===== src/rtl/crcv_pkg.sv =====
package crcv_pkg;
  localparam logic [31:0] CRC_POLY_REFL = 32'h82F6_3B78;
  localparam logic [31:0] CRC_SEED      = 32'hFFFF_FFFF;
  localparam logic [31:0] CRC_XOROUT    = 32'hFFFF_FFFF;

  // one byte through the reflected register, LSB first
  function automatic logic [31:0] crc_byte_step(input logic [31:0] c, input logic [7:0] b);
    logic [31:0] r;
    r = c ^ {24'd0, b};
    for (int k = 0; k < 8; k++) begin
      r = r[0] ? ((r >> 1) ^ CRC_POLY_REFL) : (r >> 1);
    end
    return r;
  endfunction
endpackage


===== src/rtl/crcv_fold.sv =====
module crcv_fold
  import crcv_pkg::*;
#(
  parameter int DATA_W = 32
) (
  input  logic [31:0]       crc_in,
  input  logic [DATA_W-1:0] data_in,
  output logic [31:0]       crc_out
);
  localparam int LANES = DATA_W / 8;

  logic [31:0] chain [LANES+1];

  assign chain[0] = crc_in;

  // byte lanes chained low lane first
  for (genvar g = 0; g < LANES; g++) begin : g_lane
    assign chain[g+1] = crc_byte_step(chain[g], data_in[8*g +: 8]);
  end

  assign crc_out = chain[LANES];
endmodule


===== src/rtl/crcv_beat_track.sv =====
module crcv_beat_track #(
  parameter int BEATS = 1024
) (
  input  logic clk,
  input  logic rst,
  input  logic beat,
  input  logic start,
  input  logic last,
  output logic len_bad
);
  localparam int CNT_W = $clog2(BEATS + 1);

  logic [CNT_W-1:0] cnt_q;
  logic             over_q;
  logic [CNT_W-1:0] eff_cnt;
  logic             eff_over;

  // beats already taken before the current one
  assign eff_cnt  = start ? '0 : cnt_q;
  assign eff_over = start ? 1'b0 : over_q;
  assign len_bad  = eff_over || (eff_cnt != CNT_W'(BEATS - 1));

  always_ff @(posedge clk) begin
    if (rst) begin
      cnt_q  <= '0;
      over_q <= 1'b0;
    end else if (beat) begin
      if (last) begin
        cnt_q  <= '0;
        over_q <= 1'b0;
      end else if (eff_cnt == CNT_W'(BEATS)) begin
        cnt_q  <= eff_cnt;
        over_q <= 1'b1;
      end else begin
        cnt_q  <= eff_cnt + 1'b1;
        over_q <= eff_over;
      end
    end
  end
endmodule


===== src/rtl/crc_block_guard.sv =====
module crc_block_guard
  import crcv_pkg::*;
#(
  parameter int DATA_W      = 32,
  parameter int BLOCK_BYTES = 4096
) (
  input  logic              clk,
  input  logic              rst,
  input  logic              mode_verify,
  input  logic              in_valid,
  input  logic              in_start,
  input  logic              in_last,
  input  logic [DATA_W-1:0] in_data,
  input  logic [31:0]       stored_crc,
  output logic              res_valid,
  output logic [31:0]       res_crc,
  output logic              res_silent_err,
  output logic              res_len_err
);
  localparam int BEATS = BLOCK_BYTES / (DATA_W / 8);

  logic [31:0] acc_q;
  logic [31:0] acc_seed;
  logic [31:0] acc_next;
  logic [31:0] final_crc;
  logic        len_bad;
  logic        fin;

  assign fin       = in_valid && in_last;
  assign acc_seed  = in_start ? CRC_SEED : acc_q;
  assign final_crc = acc_next ^ CRC_XOROUT;

  crcv_fold #(.DATA_W(DATA_W)) u_fold (
    .crc_in  (acc_seed),
    .data_in (in_data),
    .crc_out (acc_next)
  );

  crcv_beat_track #(.BEATS(BEATS)) u_track (
    .clk     (clk),
    .rst     (rst),
    .beat    (in_valid),
    .start   (in_start),
    .last    (in_last),
    .len_bad (len_bad)
  );

  always_ff @(posedge clk) begin
    if (rst) begin
      acc_q <= CRC_SEED;
    end else if (in_valid) begin
      acc_q <= in_last ? CRC_SEED : acc_next;
    end
  end

  always_ff @(posedge clk) begin
    if (rst) begin
      res_valid      <= 1'b0;
      res_crc        <= '0;
      res_silent_err <= 1'b0;
      res_len_err    <= 1'b0;
    end else begin
      res_valid      <= fin;
      res_silent_err <= fin && mode_verify && !len_bad && (final_crc != stored_crc);
      res_len_err    <= fin && len_bad;
      if (fin) res_crc <= final_crc;
    end
  end
endmodule


===== config.mk =====
export PLATFORM = sky130hd
export DESIGN_NAME = crc_block_guard
export DESIGN_NICKNAME = d
export VERILOG_FILES = /design/src/rtl/crcv_pkg.sv /design/src/rtl/crcv_fold.sv /design/src/rtl/crcv_beat_track.sv /design/src/rtl/crc_block_guard.sv
export SDC_FILE = /design/constraint.sdc
export NUM_CORES = 1
export LEC_CHECK = 0
export BUFFER_PORTS_ARGS = -buffer_cell sky130_fd_sc_hd__clkbuf_2
export CELL_PAD_IN_SITES_DETAIL_PLACEMENT = 0
export CELL_PAD_IN_SITES_GLOBAL_PLACEMENT = 1
export CORE_ASPECT_RATIO = 0.8
export CORE_MARGIN = 2
export CORE_UTILIZATION = 47
export DETAILED_ROUTE_END_ITERATION = 10
export GPL_ROUTABILITY_DRIVEN = 0
export PLACE_DENSITY_LB_ADDON = 0.1
export SLEW_MARGIN = 25
export SYNTH_ARGS = -nofsm -noshare
export SYNTH_HDL_FRONTEND = slang
export SYNTH_SLANG_ARGS = --single-unit

===== constraint.sdc =====
create_clock -name clk -period 7.9 [get_ports clk]
set_input_delay 0.79 -clock clk [delete_from_list [all_inputs] [get_ports clk]]
set_output_delay 0.79 -clock clk [all_outputs]
set_load 0.05 [all_outputs]

==> impl_metrics.json, run 1 <==
{
  "dp_cells": 1135,
  "synth-main-ff-cell": "dfxtp_1",
  "hold_buffers": 0,
  "endpoint_kind": "register",
  "yosysTopAreaCell": "xnor2_1",
  "yosysWarnings": 0,
  "die_area_um2": 19300,
  "num_rows": 44,
  "grt_pass1_wl_mm": 37.3,
  "cts_tree": "done",
  "numPortBuffers": 104,
  "yosysTopAreaCellShare": 0.209,
  "hold_depth": 2,
  "dp_hpwl_mm": 19.8,
  "finalSetupViolCount": 0,
  "drtIter0Drc": 472,
  "worst_pin_slew_ns": 0.997,
  "fin_area_um2": 9560,
  "final_net_count": 988,
  "path_clk_slew_ns": 0.06,
  "r2r_setup_slack_ns": 1.07,
  "status": "complete, no violations",
  "fmax_mhz": 142,
  "grt.overflow.total": 0,
  "start_util": 0.476,
  "ys_top_cells_by_count": "xnor2_1, nor2_1, dfxtp_1, o21ai_0, xnor3_1",
  "slew-limit-headroom": 0.334,
  "synth_nets": 897,
  "detail_route.wl_per_cell_um": 21.4,
  "cts.sinks": 79,
  "postCtsSetupBuffers": 0,
  "path_class": "in -> reg",
  "crit_top_cell": "xnor2_2",
  "hold_start": "res_crc[23]",
  "synth_area_leaders": "xnor2_1, dfxtp_1, xnor3_1",
  "cp.arrival_ns": 7.27,
  "synth.most_common_cell": "xnor2_1",
  "via_per_inst": 5.35,
  "async_reset_ff_frac": 0,
  "clockBufferDepth": 2,
  "required_ns": 8.11,
  "numCtsBuffers": 9,
  "hold_class": "reg -> reg",
  "pin_count": 105,
  "synth.distinct_cells": 53,
  "crit_fanout": 22,
  "die_x_um": 155,
  "critPathLaunchType": "input pin",
  "fin_tns_setup_ns": 0,
  "utilization": 0.531,
  "placed_cell_area_um2": 9270,
  "slowest_stage": "xnor3_1",
  "netlist_area_um2": 8560,
  "r2r-end": "res_silent_err",
  "via_count": 6148,
  "synth-seq-cells": 79,
  "synthCells": 825,
  "r2r-start": "acc_q[0]",
  "drc": 0,
  "hold_viol": 0,
  "antenna_found_initial": 0,
  "die_h_um": 125,
  "grt_max_degree": 65,
  "clock_latency_ns": 0.34,
  "synth-edff-count": 0,
  "drv_cap": 0,
  "final_antenna_net_count": 0,
  "grt_pass1_vias": 6048,
  "rsz0062_at_grt": "false",
  "period_needed_ns": 7.07,
  "num_antenna_cells": 0,
  "wirelength_mm": 24.6,
  "core-area_um2": 18000,
  "dr.pass1.iters": 4,
  "synth_seq_area_share": 0.185,
  "cts_max_level": 3,
  "avgSynthCellArea_um2": 10.4,
  "drive_above_1_share": 0.232,
  "skew_ns": 0.0116,
  "slew_violations": 0,
  "syn_to_final_growth_pct": 11.7,
  "cts_root_buf": "clkbuf_16",
  "post_cts_resize_count": 0,
  "slowest_delay_ns": 0.74,
  "crit_chain": "clkbuf_2, buf_4, nor2_2, xnor3_2, xnor2_2, xnor2_2, xor3_2, xnor2_2, xnor3_2, xnor2_2, xnor3_1, xnor3_1, xnor2_1, xnor2_1, nor4_1, a31oi_1",
  "timing.final.crit_share": 0.894,
  "grt_usage": 0.259,
  "reg2reg_depth": 15,
  "stdcell_count": 1150,
  "min_to": "res_crc[23]"
}
## worst max path at each step
stage	startpoint	to	cells past startpoint
after floorplan	in_data[3]	res_silent_err	15
after global placement	in_data[0]	res_silent_err	15
after detailed placement	in_start	res_silent_err	16
after CTS	in_start	res_silent_err	16
after global routing	in_start	res_silent_err	16
final	in_start	res_silent_err	16
## logic make-up (layout without fill, tap and decap cells)
family	Yosys count	after routing	share of synthesized area
and+or+nand+nor	201	201	0.103
DFF	79	79	0.185
adders and majority gates	2	2	0.00292
xor gates and xnor gates	394	394	0.608
AOI/OAI and AO/OA	99	99	0.0672
muxes	5	5	0.00628
buffers and inverters	45	140	0.0279
## flip-flops by register name, indices dropped and copies added, names as in the netlist
signal	flops
res_len_err	1
res_valid	1
u_track.cnt_q	11
res_crc	32
res_silent_err	1
acc_q	32
u_track.over_q	1
## worst max-delay path, delay by kind of cell
kind / cells / cell delay, ns
AND/OR/NAND/NOR: 2 / 0.51
buffers and inverters: 2 / 0.64
XOR/XNOR: 11 / 5.20
AO/OA/AOI/OAI: 1 / 0.12
## cell usage in the layout (no fill, tap or decap), drive strengths merged, types with 2 or more instances in the layout
cell,count
nand2,51
o22ai,2
nor2b,2
xor3,13
or2,2
inv,10
dfxtp,79
ha,2
a21oi,12
o21a,3
xnor2,239
nand3,7
nand2b,8
a22o,10
nor3b,2
clkinv,2
o21ai,60
and3,6
mux2i,2
xor2,61
clkbuf,113
nor4,4
mux2,3
nand4,4
a22oi,5
xnor3,81
or3,2
buf,13
nor2,109
nor3,2
## routing by layer
| metal | vias to the layer above | track usage | wire length, um | part of all wire |
|---|---|---|---|---|
| li1 | 2902 | - | - | - |
| met1 | 2973 | 0.409 | 12100 | 0.49 |
| met2 | 259 | 0.376 | 10300 | 0.42 |
| met3 | 14 | 0.0418 | 1960 | 0.080 |
| met4 | 0 | 0.0430 | 260 | 0.011 |
| met5 | - | 0 | 0 | 0 |
## cell type report
class / instances / area, um2
Tap cell: 230 / 288
Multi-Input combinational cell: 701 / 6750
Fill cell: 1613 / 8440
Clock buffer: 9 / 225
Clock inverter: 6 / 68.8
Inverter: 8 / 30.0
Sequential cell: 79 / 1580
Timing Repair Buffer: 117 / 618
## metrics by stage
stage               hold slack [ns]  setup WS, ns
floorplan                     0.441          1.93
global placement              0.442         0.622
detailed placement            0.445         0.491
CTS                           0.467         0.873
global route                  0.498         0.589
finish                        0.470         0.834
Power of run 1 is left out: the tool's default activity adds up to more than one toggle a clock period on the data nets, which glitch-free logic cannot reach.
==> run 2, diff against run 1 <==
- PLACE_DENSITY: not set -> 0.82
- PLACE_DENSITY_LB_ADDON: 0.1 -> not set
- SYNTH_HIERARCHICAL: not set -> 1
==> impl_metrics.json, run 2 <==
{
  "slowest_stage": "xor3_1",
  "clock_latency_ns": 0.35,
  "yosysWarnings": 6,
  "synth_seq_area_share": 0.191,
  "wirelength_mm": 22.9,
  "cts.sinks": 79,
  "numCtsBuffers": 9,
  "die_h_um": 123,
  "hold_viol": 0,
  "slowest_delay_ns": 0.68,
  "grt_max_degree": 82,
  "via_count": 5924,
  "dp_hpwl_mm": 18.2,
  "postCtsSetupBuffers": 0,
  "required_ns": 8.14,
  "clockBufferDepth": 2,
  "period_needed_ns": 7.20,
  "die_area_um2": 18700,
  "crit_chain": "clkbuf_2, or2_2, xnor2_1, xnor2_1, xnor3_2, xnor3_1, xnor2_1, xnor3_2, xnor2_1, xor2_1, xor3_1, xnor2_1, xnor2_1, xor2_1, nand4_1, nor4_1, a21oi_1",
  "num_antenna_cells": 0,
  "hold_buffers": 0,
  "synth_nets": 875,
  "synth.most_common_cell": "xnor2_1",
  "finalSetupViolCount": 0,
  "slew_violations": 0,
  "endpoint_kind": "register",
  "crit_fanout": 26,
  "num_rows": 43,
  "drv_cap": 0,
  "start_util": 0.479,
  "netlist_area_um2": 8280,
  "synth.distinct_cells": 64,
  "die_x_um": 152,
  "synth-main-ff-cell": "dfxtp_1",
  "synth-edff-count": 0,
  "cts_root_buf": "clkbuf_16",
  "synthCells": 803,
  "hold_class": "reg -> reg",
  "numPortBuffers": 104,
  "avgSynthCellArea_um2": 10.3,
  "antenna_found_initial": 0,
  "cp.arrival_ns": 7.44,
  "final_common_cell": "xnor2_1",
  "detail_route.wl_per_cell_um": 20.2,
  "timing.final.crit_share": 0.912,
  "critPathLaunchType": "input pin",
  "fmax_mhz": 139,
  "status": "complete, no violations",
  "cts_max_level": 3,
  "grt.overflow.total": 0,
  "skew_ns": 0.00887,
  "final_net_count": 978,
  "worst_pin_slew_ns": 1.02,
  "drc": 0,
  "reg.largest.list": "acc_q: 32 flops, res_crc: 32 flops, u_track/cnt_q: 11 flops",
  "rsz0062_at_grt": "false",
  "grt_pass1_vias": 5762,
  "fin_tns_setup_ns": 0,
  "drive_above_1_share": 0.322,
  "cts_tree": "done",
  "layout_common_cells": "xnor2_1, clkbuf_2, nor2_1",
  "grt_pass1_wl_mm": 35.2,
  "r2r_setup_slack_ns": 1.15,
  "grt_usage": 0.251,
  "via_per_inst": 5.21,
  "ys_top_cells_by_count": "xnor2_1, nor2_1, xor2_1, dfxtp_1, or2_2",
  "core-area_um2": 17300,
  "syn_to_final_growth_pct": 13.0,
  "drtIter0Drc": 368,
  "final_antenna_net_count": 0,
  "synth_area_leaders": "xnor2_1, dfxtp_1, xnor3_1",
  "pin_count": 105,
  "path_class": "in -> reg",
  "yosysTopAreaCellShare": 0.196,
  "slew-limit-headroom": 0.318,
  "post_cts_resize_count": 0,
  "crit_top_cell": "xnor2_1",
  "path_clk_slew_ns": 0.07,
  "synth-seq-cells": 79,
  "yosysTopAreaCell": "xnor2_1",
  "dr.pass1.iters": 5,
  "async_reset_ff_frac": 0
}
[run 2: cell type report]
cell class | instances | area, um2
clock inverters | 5 | 62.6
fillers | 1589 | 7920
inverters | 6 | 22.5
multi-input cells | 684 | 6460
repair buffers | 126 | 686
flip-flops and latches | 79 | 1580
clock buffers | 11 | 253
well taps | 225 | 282
[run 2: layer usage]
layer  up-vias  part of all wire  global-route usage
li1       2876                 -                   -
met1      2837              0.48               0.373
met2       191              0.43               0.375
met3        20             0.071              0.0590
met4         0             0.013              0.0456
met5         -                 0                   0
[run 2: worst paths after layout]
kind                       start  cells after the start             end
hold reg to reg   u_track/over_q                      2  u_track/over_q
setup / recovery        in_start                     17  res_silent_err
hold / removal    u_track/over_q                      2  u_track/over_q
setup reg to reg        acc_q[4]                     16  res_silent_err
[run 2: through the flow]
step | setup WS, ns | hold slack, ns | area (um2) | std cells | utilization
floorplan | 1.49 | 0.456 | 8280 | 803 | -
global placement | 0.446 | 0.477 | 9040 | 1120 | 0.523
detailed placement | 0.453 | 0.493 | 9040 | 1120 | 0.523
CTS | 0.830 | 0.505 | 9350 | 1136 | 0.541
global route | 0.461 | 0.530 | 9350 | 1136 | 0.541
finish | 0.697 | 0.503 | 9350 | 1136 | 0.541
[run 2: kinds of logic after synthesis]
family / after synthesis / share of synthesized area
XOR/XNOR: 367 / 0.543
AND/OR/NAND/NOR: 223 / 0.145
AO/OA/AOI/OAI: 88 / 0.0857
flip-flops: 79 / 0.191
buffers and inverters: 40 / 0.0280
multiplexers: 4 / 0.00499
adder cells (fa/ha/maj): 2 / 0.00302
[run 2: worst max-delay path: cells and delay by family]
kind                      cells  cell delay, ns
xor gates and xnor gates     12            5.48
and+or+nand+nor               3            0.78
buffers and inverters         1            0.27
AOI/OAI and AO/OA             1            0.11
Power of run 2 is left out for the same reason.
==> run 3, diff against run 2 <==
- CORE_ASPECT_RATIO: 0.8 -> 1.75
- GPL_TIMING_DRIVEN: not set -> 0
- RECOVER_POWER: not set -> 50
==> impl_metrics.json, run 3 (synthesis results as in run 2) <==
{
  "pin_count": 105,
  "die_h_um": 180,
  "crit_fanout": 11,
  "dr.pass1.iters": 5,
  "slew_violations": 0,
  "cp.arrival_ns": 7.86,
  "final_net_count": 990,
  "timing.final.crit_share": 0.968,
  "path_class": "in -> reg",
  "rsz0062_at_grt": "false",
  "utilization": 0.537,
  "period_needed_ns": 7.65,
  "fmax_mhz": 131,
  "n_fill_cell": 1680,
  "reg2reg_depth": 15,
  "min_to": "u_track/over_q",
  "clockBufferDepth": 2,
  "hold_viol": 0,
  "path_clk_slew_ns": 0.06,
  "hold_class": "reg -> reg",
  "wirelength_mm": 24.8,
  "multi_input_area_um2": 6460,
  "start_util": 0.476,
  "ff_latch_area_um2": 1580,
  "numCtsBuffers": 9,
  "detail_route.wl_per_cell_um": 21.5,
  "r2r-end": "res_silent_err",
  "grt_max_degree": 15,
  "hold_buffers": 0,
  "syn_to_final_growth_pct": 12.6,
  "die_x_um": 104,
  "worst_pin_slew_ns": 0.842,
  "required_ns": 8.11,
  "dp_hpwl_mm": 20.1,
  "drive_above_1_share": 0.274,
  "drtIter0Drc": 340,
  "grt_usage": 0.270,
  "hold_depth": 2,
  "die_area_um2": 18700,
  "critPathLaunchType": "input pin",
  "endpoint_kind": "register",
  "grt_pass1_wl_mm": 38.1,
  "cts_root_buf": "clkbuf_16",
  "slew-limit-headroom": 0.435,
  "grt_pass1_vias": 6348,
  "core-area_um2": 17400,
  "layout_common_cells": "xnor2_1, nor2_1, xor2_1",
  "skew_ns": 0.00925,
  "final_antenna_net_count": 0,
  "final_common_cell": "xnor2_1",
  "drv_cap": 0,
  "via_per_inst": 5.17,
  "grt.overflow.total": 0,
  "cts.sinks": 79,
  "numPortBuffers": 104,
  "status": "complete, no violations",
  "hold_start": "u_track/over_q",
  "cp-startpoint": "in_start",
  "num_rows": 64,
  "r2r_setup_slack_ns": 0.77,
  "reg.largest.list": "acc_q: 32 flops, res_crc: 32 flops, u_track/cnt_q: 11 flops",
  "r2r-start": "acc_q[8]",
  "drc": 0,
  "clock_latency_ns": 0.34,
  "cts_tree": "done",
  "antenna_found_initial": 0,
  "cts_max_level": 3,
  "num_antenna_cells": 0,
  "via_count": 5969,
  "finalSetupViolCount": 0
}
## run 3: cell count changes in the layout (fill, tap and decap cells not counted), sizes merged
cell and change:
buf -1, clkbuf +11, inv -2, clkinv +5, clkinvlp -1
## run 3: layout make-up
class / instances / area share
tap: 231 / 0.0310
multi-input combinational: 684 / 0.693
clock buffer: 9 / 0.0242
clock inverter: 7 / 0.00792
timing repair buffer: 104 / 0.0511
buffer: 34 / 0.0212
sequential: 79 / 0.170
inverter: 6 / 0.00242
## run 3: what timing repair did
action,4_1_cts,5_1_grt
setup endpoints to repair,0,1
endpoints found under the hold margin,0,0
gates resized for setup,0,1
setup buffers,0,0
## run 3: metal layers
metal  wire (um)  up-vias  GRT usage
li1            -     2885          -
met1        9040     2833      0.291
met2       13300      186      0.507
met3         830       65     0.0236
met4        1580        0      0.155
met5           0        -          0
## run 3: how the worst max path moves through the flow
| stage | to | slack, ns | cells after the start |
|---|---|---|---|
| global placement | res_silent_err | -0.04 | 18 |
| global route | res_silent_err | 0.05 | 18 |
| CTS | res_silent_err | 0.28 | 18 |
| detailed placement | res_silent_err | -0.04 | 18 |
| floorplan | res_silent_err | 1.49 | 17 |
| finish | res_silent_err | 0.25 | 17 |
## run 3: critical path: stages
cell and delay, ns:
clkbuf_2 0.16, clkbuf_1 0.21, or2_2 0.33, xor2_2 0.51, xnor3_1 0.67, xnor3_1 0.63
xnor3_1 0.36, xnor2_1 0.49, xnor2_1 0.30, xnor3_1 0.60, xnor2_4 0.58, xor3_1 0.61
xnor2_1 0.67, xor2_1 0.20, nand4_1 0.17, nor4_1 0.45, a21oi_1 0.11
## run 3: through the flow
| stage | instance area, um2 | setup TNS [ns] | worst slack [ns] | hold WS, ns | instances |
|---|---|---|---|---|---|
| floorplan | 8280 | 0 | 1.49 | 0.456 | 803 |
| global placement | 9090 | -0.0621 | -0.0442 | 0.479 | 1138 |
| detailed placement | 9090 | -0.0611 | -0.0392 | 0.479 | 1138 |
| CTS | 9390 | 0 | 0.276 | 0.495 | 1154 |
| global route | 9320 | 0 | 0.0538 | 0.514 | 1154 |
| finish | 9320 | 0 | 0.250 | 0.501 | 1154 |
Power of run 3 is left out for the same reason.
